$ cat src/rtl/tdma_pkg.sv
// Shared definitions for the chained transmit DMA.
// Assumes 32-bit descriptor words; control word layout is fixed here.
package tdma_pkg;
    localparam int CNT_W    = 16;
    localparam int FE_BIT   = 16;
    localparam int HOLD_BIT = 17;
    localparam int HINT_BIT = 18;
    localparam int DONE_BIT = 31;

    typedef enum logic [3:0] {
        S_IDLE, S_RCTL, S_RPTR, S_RNXT, S_RDAT,
        S_PUSH, S_WDONE, S_HELD, S_POLL
    } seq_t;

    typedef struct packed {
        logic             fe;
        logic             hold;
        logic             hint;
        logic [CNT_W-1:0] cnt;
    } ctl_t;
endpackage

$ cat src/rtl/tdma_byte_src.sv
// Byte source: tracks the byte pointer and remaining count of a data
// section, holds the last fetched memory word and selects the current lane.
// Assumes DW is a power-of-two multiple of 8 and load/advance never coincide.
module tdma_byte_src #(
    parameter int AW = 32,
    parameter int DW = 32,
    parameter int CW = 16
) (
    input  logic          clk,
    input  logic          rst_n,
    input  logic          load,
    input  logic [AW-1:0] load_ptr,
    input  logic [CW-1:0] load_cnt,
    input  logic          word_load,
    input  logic [DW-1:0] word_in,
    input  logic          advance,
    output logic [AW-1:0] word_addr,
    output logic [7:0]    byte_out,
    output logic          cnt_zero,
    output logic          cnt_last,
    output logic          lane_last
);
    localparam int BYTES = DW / 8;
    localparam int LW    = $clog2(BYTES);

    logic [AW-1:0] ptr;
    logic [CW-1:0] cnt;
    logic [DW-1:0] word;
    logic [LW-1:0] lane;

    assign lane = ptr[LW-1:0];

    // Pointer and count: load at section start, step once per pushed byte.
    always_ff @(posedge clk) begin
        if (!rst_n) begin
            ptr <= '0;
            cnt <= '0;
        end else if (load) begin
            ptr <= load_ptr;
            cnt <= load_cnt;
        end else if (advance) begin
            ptr <= ptr + 1'b1;
            cnt <= cnt - 1'b1;
        end
    end

    // Word buffer: keeps the memory word that holds the current lane.
    always_ff @(posedge clk) begin
        if (!rst_n)         word <= '0;
        else if (word_load) word <= word_in;
    end

    assign word_addr = {ptr[AW-1:LW], {LW{1'b0}}};
    assign byte_out  = word[{lane, 3'b000} +: 8];
    assign cnt_zero  = (cnt == '0);
    assign cnt_last  = (cnt == CW'(1));
    assign lane_last = &lane;

    p_count_step_r1: assert property (@(posedge clk) disable iff (!rst_n)
        advance |=> cnt == $past(cnt) - 1'b1);
    p_no_empty_step_r12: assert property (@(posedge clk) disable iff (!rst_n)
        advance |-> !cnt_zero);
endmodule

$ cat src/rtl/tdma_events.sv
// Event generator: turns a descriptor completion and its flags into
// registered one-cycle interrupt and abort pulses.
// Assumes 'fire' is high for one cycle per completed descriptor.
module tdma_events (
    input  logic clk,
    input  logic rst_n,
    input  logic fire,
    input  logic fe,
    input  logic hold,
    input  logic hint,
    input  logic done_en,
    output logic irq_done,
    output logic irq_host,
    output logic irq_err,
    output logic tx_abort
);
    // Pulse register: decode completion flags into the four event outputs.
    always_ff @(posedge clk) begin
        if (!rst_n) begin
            irq_done <= 1'b0;
            irq_host <= 1'b0;
            irq_err  <= 1'b0;
            tx_abort <= 1'b0;
        end else begin
            irq_done <= fire && fe && done_en;
            irq_host <= fire && hint;
            irq_err  <= fire && hold && !fe;
            tx_abort <= fire && hold && !fe;
        end
    end

    p_done_masked_r8: assert property (@(posedge clk) disable iff (!rst_n)
        irq_done |-> $past(done_en));
    p_err_single_r7: assert property (@(posedge clk) disable iff (!rst_n)
        irq_err |=> !irq_err);
endmodule

$ cat src/rtl/tx_dma_chain.sv
// Chained-descriptor transmit DMA. Walks descriptors of three words
// (control, data pointer, next pointer), streams each data section into a
// byte FIFO, writes a done mark back and then follows or parks on hold.
// Assumes a memory that answers each request with one mem_ack cycle and
// keeps rdata valid in that cycle; DW >= 32 and AW <= DW.
module tx_dma_chain #(
    parameter int AW = 32,
    parameter int DW = 32
) (
    input  logic          clk,
    input  logic          rst_n,
    input  logic          start,
    input  logic [AW-1:0] start_addr,
    input  logic          poll,
    input  logic          done_irq_en,
    output logic          mem_req,
    output logic          mem_we,
    output logic [AW-1:0] mem_addr,
    output logic [DW-1:0] mem_wdata,
    input  logic [DW-1:0] mem_rdata,
    input  logic          mem_ack,
    input  logic          fifo_full,
    output logic          fifo_push,
    output logic [7:0]    fifo_data,
    output logic          fifo_fe,
    output logic          tx_abort,
    output logic          irq_done,
    output logic          irq_host,
    output logic          irq_err,
    output logic          held
);
    import tdma_pkg::*;

    localparam int            BPW     = DW / 8;
    localparam logic [AW-1:0] OFS_PTR = AW'(BPW);
    localparam logic [AW-1:0] OFS_NXT = AW'(2 * BPW);

    seq_t          st, st_nx;
    logic [AW-1:0] cur, nxt_ptr;
    ctl_t          ctl;
    logic [DW-1:0] ctl_raw;
    logic          acc, fire;
    logic [AW-1:0] word_addr;
    logic          cnt_zero, cnt_last, lane_last;

    assign acc  = mem_req && mem_ack;
    assign fire = (st == S_WDONE) && acc;

    // Next-state logic of the descriptor sequencer.
    always_comb begin
        st_nx = st;
        case (st)
            S_IDLE:  if (start) st_nx = S_RCTL;
            S_RCTL:  if (acc) st_nx = S_RPTR;
            S_RPTR:  if (acc) st_nx = S_RNXT;
            S_RNXT:  if (acc) st_nx = cnt_zero ? S_WDONE : S_RDAT;
            S_RDAT:  if (acc) st_nx = S_PUSH;
            S_PUSH: begin
                if (fifo_push) begin
                    if (cnt_last)       st_nx = S_WDONE;
                    else if (lane_last) st_nx = S_RDAT;
                end
            end
            S_WDONE: if (acc) st_nx = ctl.hold ? S_HELD : S_RCTL;
            S_HELD: begin
                if (start)     st_nx = S_RCTL;
                else if (poll) st_nx = S_POLL;
            end
            S_POLL:  if (acc) st_nx = mem_rdata[HOLD_BIT] ? S_HELD : S_RCTL;
            default: st_nx = S_IDLE;
        endcase
    end

    // State register.
    always_ff @(posedge clk) begin
        if (!rst_n) st <= S_IDLE;
        else        st <= st_nx;
    end

    // Current-descriptor address: set by start, advanced along the link.
    always_ff @(posedge clk) begin
        if (!rst_n) begin
            cur <= '0;
        end else if ((st == S_IDLE || st == S_HELD) && start) begin
            cur <= start_addr;
        end else if (fire && !ctl.hold) begin
            cur <= nxt_ptr;
        end else if (st == S_POLL && acc && !mem_rdata[HOLD_BIT]) begin
            cur <= nxt_ptr;
        end
    end

    // Descriptor fields captured as the control and link words arrive.
    always_ff @(posedge clk) begin
        if (!rst_n) begin
            ctl     <= '0;
            ctl_raw <= '0;
            nxt_ptr <= '0;
        end else begin
            if (st == S_RCTL && acc) begin
                ctl_raw  <= mem_rdata;
                ctl.fe   <= mem_rdata[FE_BIT];
                ctl.hold <= mem_rdata[HOLD_BIT];
                ctl.hint <= mem_rdata[HINT_BIT];
                ctl.cnt  <= mem_rdata[CNT_W-1:0];
            end
            if (st == S_RNXT && acc) nxt_ptr <= mem_rdata[AW-1:0];
        end
    end

    // Memory port: request, direction, address and write-back data.
    always_comb begin
        mem_req   = 1'b0;
        mem_we    = 1'b0;
        mem_addr  = cur;
        mem_wdata = ctl_raw;
        mem_wdata[DONE_BIT] = 1'b1;
        case (st)
            S_RCTL, S_POLL: mem_req = 1'b1;
            S_RPTR: begin mem_req = 1'b1; mem_addr = cur + OFS_PTR; end
            S_RNXT: begin mem_req = 1'b1; mem_addr = cur + OFS_NXT; end
            S_RDAT: begin mem_req = 1'b1; mem_addr = word_addr; end
            S_WDONE: begin mem_req = 1'b1; mem_we = 1'b1; end
            default: ;
        endcase
    end

    assign fifo_push = (st == S_PUSH) && !fifo_full;
    assign fifo_fe   = fifo_push && cnt_last && ctl.fe;
    assign held      = (st == S_HELD);

    tdma_byte_src #(.AW(AW), .DW(DW), .CW(CNT_W)) u_src (
        .clk       (clk),
        .rst_n     (rst_n),
        .load      (st == S_RPTR && acc),
        .load_ptr  (mem_rdata[AW-1:0]),
        .load_cnt  (ctl.cnt),
        .word_load (st == S_RDAT && acc),
        .word_in   (mem_rdata),
        .advance   (fifo_push),
        .word_addr (word_addr),
        .byte_out  (fifo_data),
        .cnt_zero  (cnt_zero),
        .cnt_last  (cnt_last),
        .lane_last (lane_last)
    );

    tdma_events u_evt (
        .clk      (clk),
        .rst_n    (rst_n),
        .fire     (fire),
        .fe       (ctl.fe),
        .hold     (ctl.hold),
        .hint     (ctl.hint),
        .done_en  (done_irq_en),
        .irq_done (irq_done),
        .irq_host (irq_host),
        .irq_err  (irq_err),
        .tx_abort (tx_abort)
    );

    p_req_steady_r2: assert property (@(posedge clk) disable iff (!rst_n)
        mem_req && !mem_ack |=> mem_req && $stable(mem_addr) && $stable(mem_we));
    p_stall_keeps_byte_r10: assert property (@(posedge clk) disable iff (!rst_n)
        (st == S_PUSH) && fifo_full |=> $stable(fifo_data));
    p_fe_then_writeback_r3: assert property (@(posedge clk) disable iff (!rst_n)
        fifo_fe |=> mem_req && mem_we);
    p_held_quiet_r6: assert property (@(posedge clk) disable iff (!rst_n)
        held |-> !fifo_push && !mem_req);
    p_err_parks_r7: assert property (@(posedge clk) disable iff (!rst_n)
        irq_err |-> held && tx_abort);
endmodule

$ cat config.mk
export PLATFORM = sky130hd
export DESIGN_NAME = tx_dma_chain
export DESIGN_NICKNAME = d
export VERILOG_FILES = /design/src/rtl/tdma_pkg.sv /design/src/rtl/tdma_byte_src.sv /design/src/rtl/tdma_events.sv /design/src/rtl/tx_dma_chain.sv
export SDC_FILE = /design/constraint.sdc
export NUM_CORES = 1
export LEC_CHECK = 0
export BUFFER_PORTS_ARGS = -buffer_cell sky130_fd_sc_hd__buf_4
export CAP_MARGIN = 20
export CORE_MARGIN = 4
export CORE_UTILIZATION = 58
export CTS_CLUSTER_DIAMETER = 100
export DETAILED_ROUTE_END_ITERATION = 8
export HOLD_SLACK_MARGIN = 0.03
export PLACE_DENSITY = 0.91
export SKIP_CTS_REPAIR_TIMING = 1
export SLEW_MARGIN = 20
export SYNTH_ARGS = -nofsm -noshare
export SYNTH_HDL_FRONTEND = slang
export SYNTH_HIERARCHICAL = 1
export SYNTH_SLANG_ARGS = --single-unit
$ cat constraint.sdc
create_clock -name clk -period 4 [get_ports clk]
set_input_delay 0.8 -clock clk [delete_from_list [all_inputs] [get_ports clk]]
set_output_delay 0.8 -clock clk [all_outputs]
set_load 0.01 [all_outputs]
==> metrics.md <==
| Metric | Value |
|---|---|
| Ant diodes | `0` |
| Setup crit end kind | `output pin` |
| DR iter-0 viols | `around 1600` |
| Synthesized area per cell | `~8.1 sq um` |
| Max-Cap Viols | `0` |
| Post-route cell area | `about 12000 sq um` |
| Area of the die | `between 20000 and 25000 sq um` |
| Hold Vio Cnt, Final | `0` |
| Mapped Cells | `between 1000 and 1500` |
| Util after Layout | `0.689` |
| Worst hold path class | `reg2reg` |
| Initial antenna violation count | `1` |
| CTS tree | `built` |
| Top Ports | `152` |
| Final hold slack | `roughly 460 ps` |
| WL final | `around 36000 um` |
| Worst path buffer plus inverter count | `1` |
| Reg2Reg Depth | `8` |
| Hold-critical path depth | `2` |
| Cell row count | `48` |
| Total number of vias | `10659` |
| Die X | `142 um` |
| Seq/Total Area, Yosys | `0.351` |
| Outcome | `completed` |
| Worst path depth | `7` |
| NumNets Final | `around 1400` |
| Cts bufs inserted | `17` |
| CTS clk-pin slew, worst paths | `~70 ps` |
| Worst Path Required | `between 3000 and 4000 ps` |
| Layout cells sized above 1 | `0.180` |
| Post-route ant nets | `0` |
| Commonest non-fill, non-tap cell in the layout | `nand2_1` |
| # H-tree levels | `4` |
| Most frequent cells in the layout | `nand2_1 (237), buf_4 (183), dfxtp_1 (182)` |
| Drt pass-1 iters | `6` |
| Final Instance Count excl. Fillers | `around 1600` |
| Skew-Pair Late Insertion Delay | `around 440 ps` |
| Synth warnings | `6` |
| Startpoint types | `register` |
| Tightest Pin Transition | `~990 ps` |
| Max Transition Viols Final | `0` |
| Post-synth EDFFs | `0` |
| Leakage power | `4.83 nW` |
| Area grow syn2layout | `15.5%` |
| Worst setup margin | `~370 ps` |
| Initial Utilization | `0.596` |
| Max clock buf depth | `2` |
| GP Congestion | `1.00` |
| Finish-stage setup viols | `0` |
| Vias per cell | `around 6.7` |
| Count of different cell masters after synthesis | `78` |
| Pre-CTS setup slack | `699 ps` |
| Largest net degree at the start of global routing | `65` |
| Setup TNS Final | `0 ps` |
| Minimum clock period | `3630 ps` |
| Slew HR | `0.333` |
| Primary FF master, synth | `dfxtp_1` |
| Synth async-reset ratio | `0` |
| Critical-path maximum fanout | `10` |
| GRT Util Overall | `0.347` |
| Wire per inst | `22.5 um` |
| Cell Pwr Density | `around 550 nW/um^2` |
| Peak VDD IR | `between 300 and 400 uV` |
| FMAX | `0.275 GHz` |
| Synth Register Bits | `182` |
| CTS root buf | `clkbuf_16` |
| Placed cells | `about 1600` |
| First-pass GRT wire length | `55000 um` |
| Post-DP HPWL | `approximately 25000 um` |
| Final period utilization | `0.908` |
| Unrepaired setup endpoints after global routing | `false` |
| Worst Path Arrival | `around 2800 ps` |
| Post-DP Area | `11400 sq um` |
| Pwr Total | `6.61 mW` |
| Sinks on Clock Net | `about 180` |
| Crit path max-delay family | `simple AND/OR/NAND/NOR gates` |
| Worst path cell trace | `ha_1 > nand4_1 > nor4_2 > nand4_1 > xor2_1 > o21ai_1 > buf_4` |
| Clk_skew | `~11 ps` |
| Vias in the first global route | `approximately 9800` |
| Core ar. | `approximately 17000 sq um` |
| Netlist Area Pre-Place | `between 10000 and 15000 sq um` |
| Chip height | `approximately 140 um` |
| Critical path class | `reg2out` |
| Grt total ovfl | `0` |
| IO Port Bufs | `150` |
| DRC errors left | `0` |
| Critical Path Max Stage Delay | `roughly 600 ps` |
| CP max-delay cell | `nor4_2` |
| CP most frequent cell | `nand4_1` |
sequential cells by signal (all words and copies together), names as in the netlist:
| signal | cells |
|---|---|
| ctl | 15 |
| ctl_raw | 16 |
| cur | 32 |
| nxt_ptr | 32 |
| st | 4 |
| u_evt/irq_done | 1 |
| u_evt/irq_err | 1 |
| u_evt/irq_host | 1 |
| u_src/cnt | 16 |
| u_src/ptr | 32 |
| u_src/word | 32 |
final cells by class:
type                            instances  area (sq um)
Clock buffer                           20           467
Fill cell                            1414          5420
Sequential cell                       182          3640
Multi-Input combinational cell        952          6090
Inverter                               13          48.8
Timing Repair Buffer                  183          1370
Clock inverter                         12          91.3
Tap cell                              225           282
cells by family after synthesis:
group / count (synthesis) / share of synthesized area
buf+inv: 150 / 0.0670
compound gates: 303 / 0.210
flops: 182 / 0.351
other cells: 2 / 0.000723
simple gates: 527 / 0.249
xor+xnor: 31 / 0.0261
mux: 83 / 0.0896
fa+ha+maj: 5 / 0.00602
power by group:
| group | leakage, nW | internal, mW | switching, mW | total, mW |
|---|---|---|---|---|
| clock | 0.279 | 0.854 | 0.769 | 1.62 |
| combinational | 3.07 | 1.06 | 1.48 | 2.53 |
| sequential | 1.48 | 2.06 | 0.394 | 2.45 |
worst register-to-register path: cells and delay by family, from the launching register on:
| family | cells | cell delay [ps] |
|---|---|---|
| compound gates | 2 | 500 |
| buf+inv | 2 | 570 |
| flops | 1 | 530 |
| simple gates | 4 | 1320 |
synth_stat cells, drive strengths merged, types with 5 or more instances:
master | count | area, sq um
nor3 | 24 | 120
or2 | 6 | 37.5
o21ai | 63 | 315
a211oi | 9 | 67.6
or3 | 11 | 68.8
a21boi | 68 | 510
a22oi | 6 | 45.0
inv | 12 | 45.0
o31ai | 8 | 60.1
dfxtp | 182 | 3640
nor4 | 24 | 150
a221o | 6 | 60.1
mux2i | 75 | 751
o21a | 5 | 37.5
nor2b | 5 | 31.3
ha | 5 | 62.6
and4 | 11 | 96.3
xnor2 | 18 | 158
nor2 | 71 | 267
nand4 | 34 | 219
buf | 48 | 313
or4 | 12 | 90.1
o211a | 40 | 400
nand3 | 29 | 145
o22ai | 6 | 37.5
clkbuf | 89 | 334
a31oi | 19 | 119
a21oi | 32 | 160
mux4 | 8 | 180
and2 | 9 | 56.3
xor2 | 13 | 114
nand2 | 237 | 890
nor3b | 5 | 42.5
and3 | 14 | 87.6
nand2b | 15 | 93.8
o311a | 6 | 60.1
path summary, 6_finish.rpt:
| kind | start | endpoint | slack [ps] |
|---|---|---|---|
| max | cur[4] | mem_addr[25] | 370 |
| min | ctl_raw[30] | ctl_raw[30] | 460 |
| max reg2reg | st[0] | u_src/cnt[15] | 970 |
| min reg2reg | ctl_raw[30] | ctl_raw[30] | 460 |
layer usage:
| layer | global-route usage | part of all wire | wire [um] | vias to the layer above |
|---|---|---|---|---|
| li1 | - | - | - | 4736 |
| met1 | 0.466 | 0.40 | 14200 | 5010 |
| met2 | 0.533 | 0.44 | 15800 | 788 |
| met3 | 0.0866 | 0.12 | 4250 | 123 |
| met4 | 0.146 | 0.044 | 1560 | 2 |
| met5 | 0 | 0.00020 | 7 | - |
(Power assumes the default switching activity.)
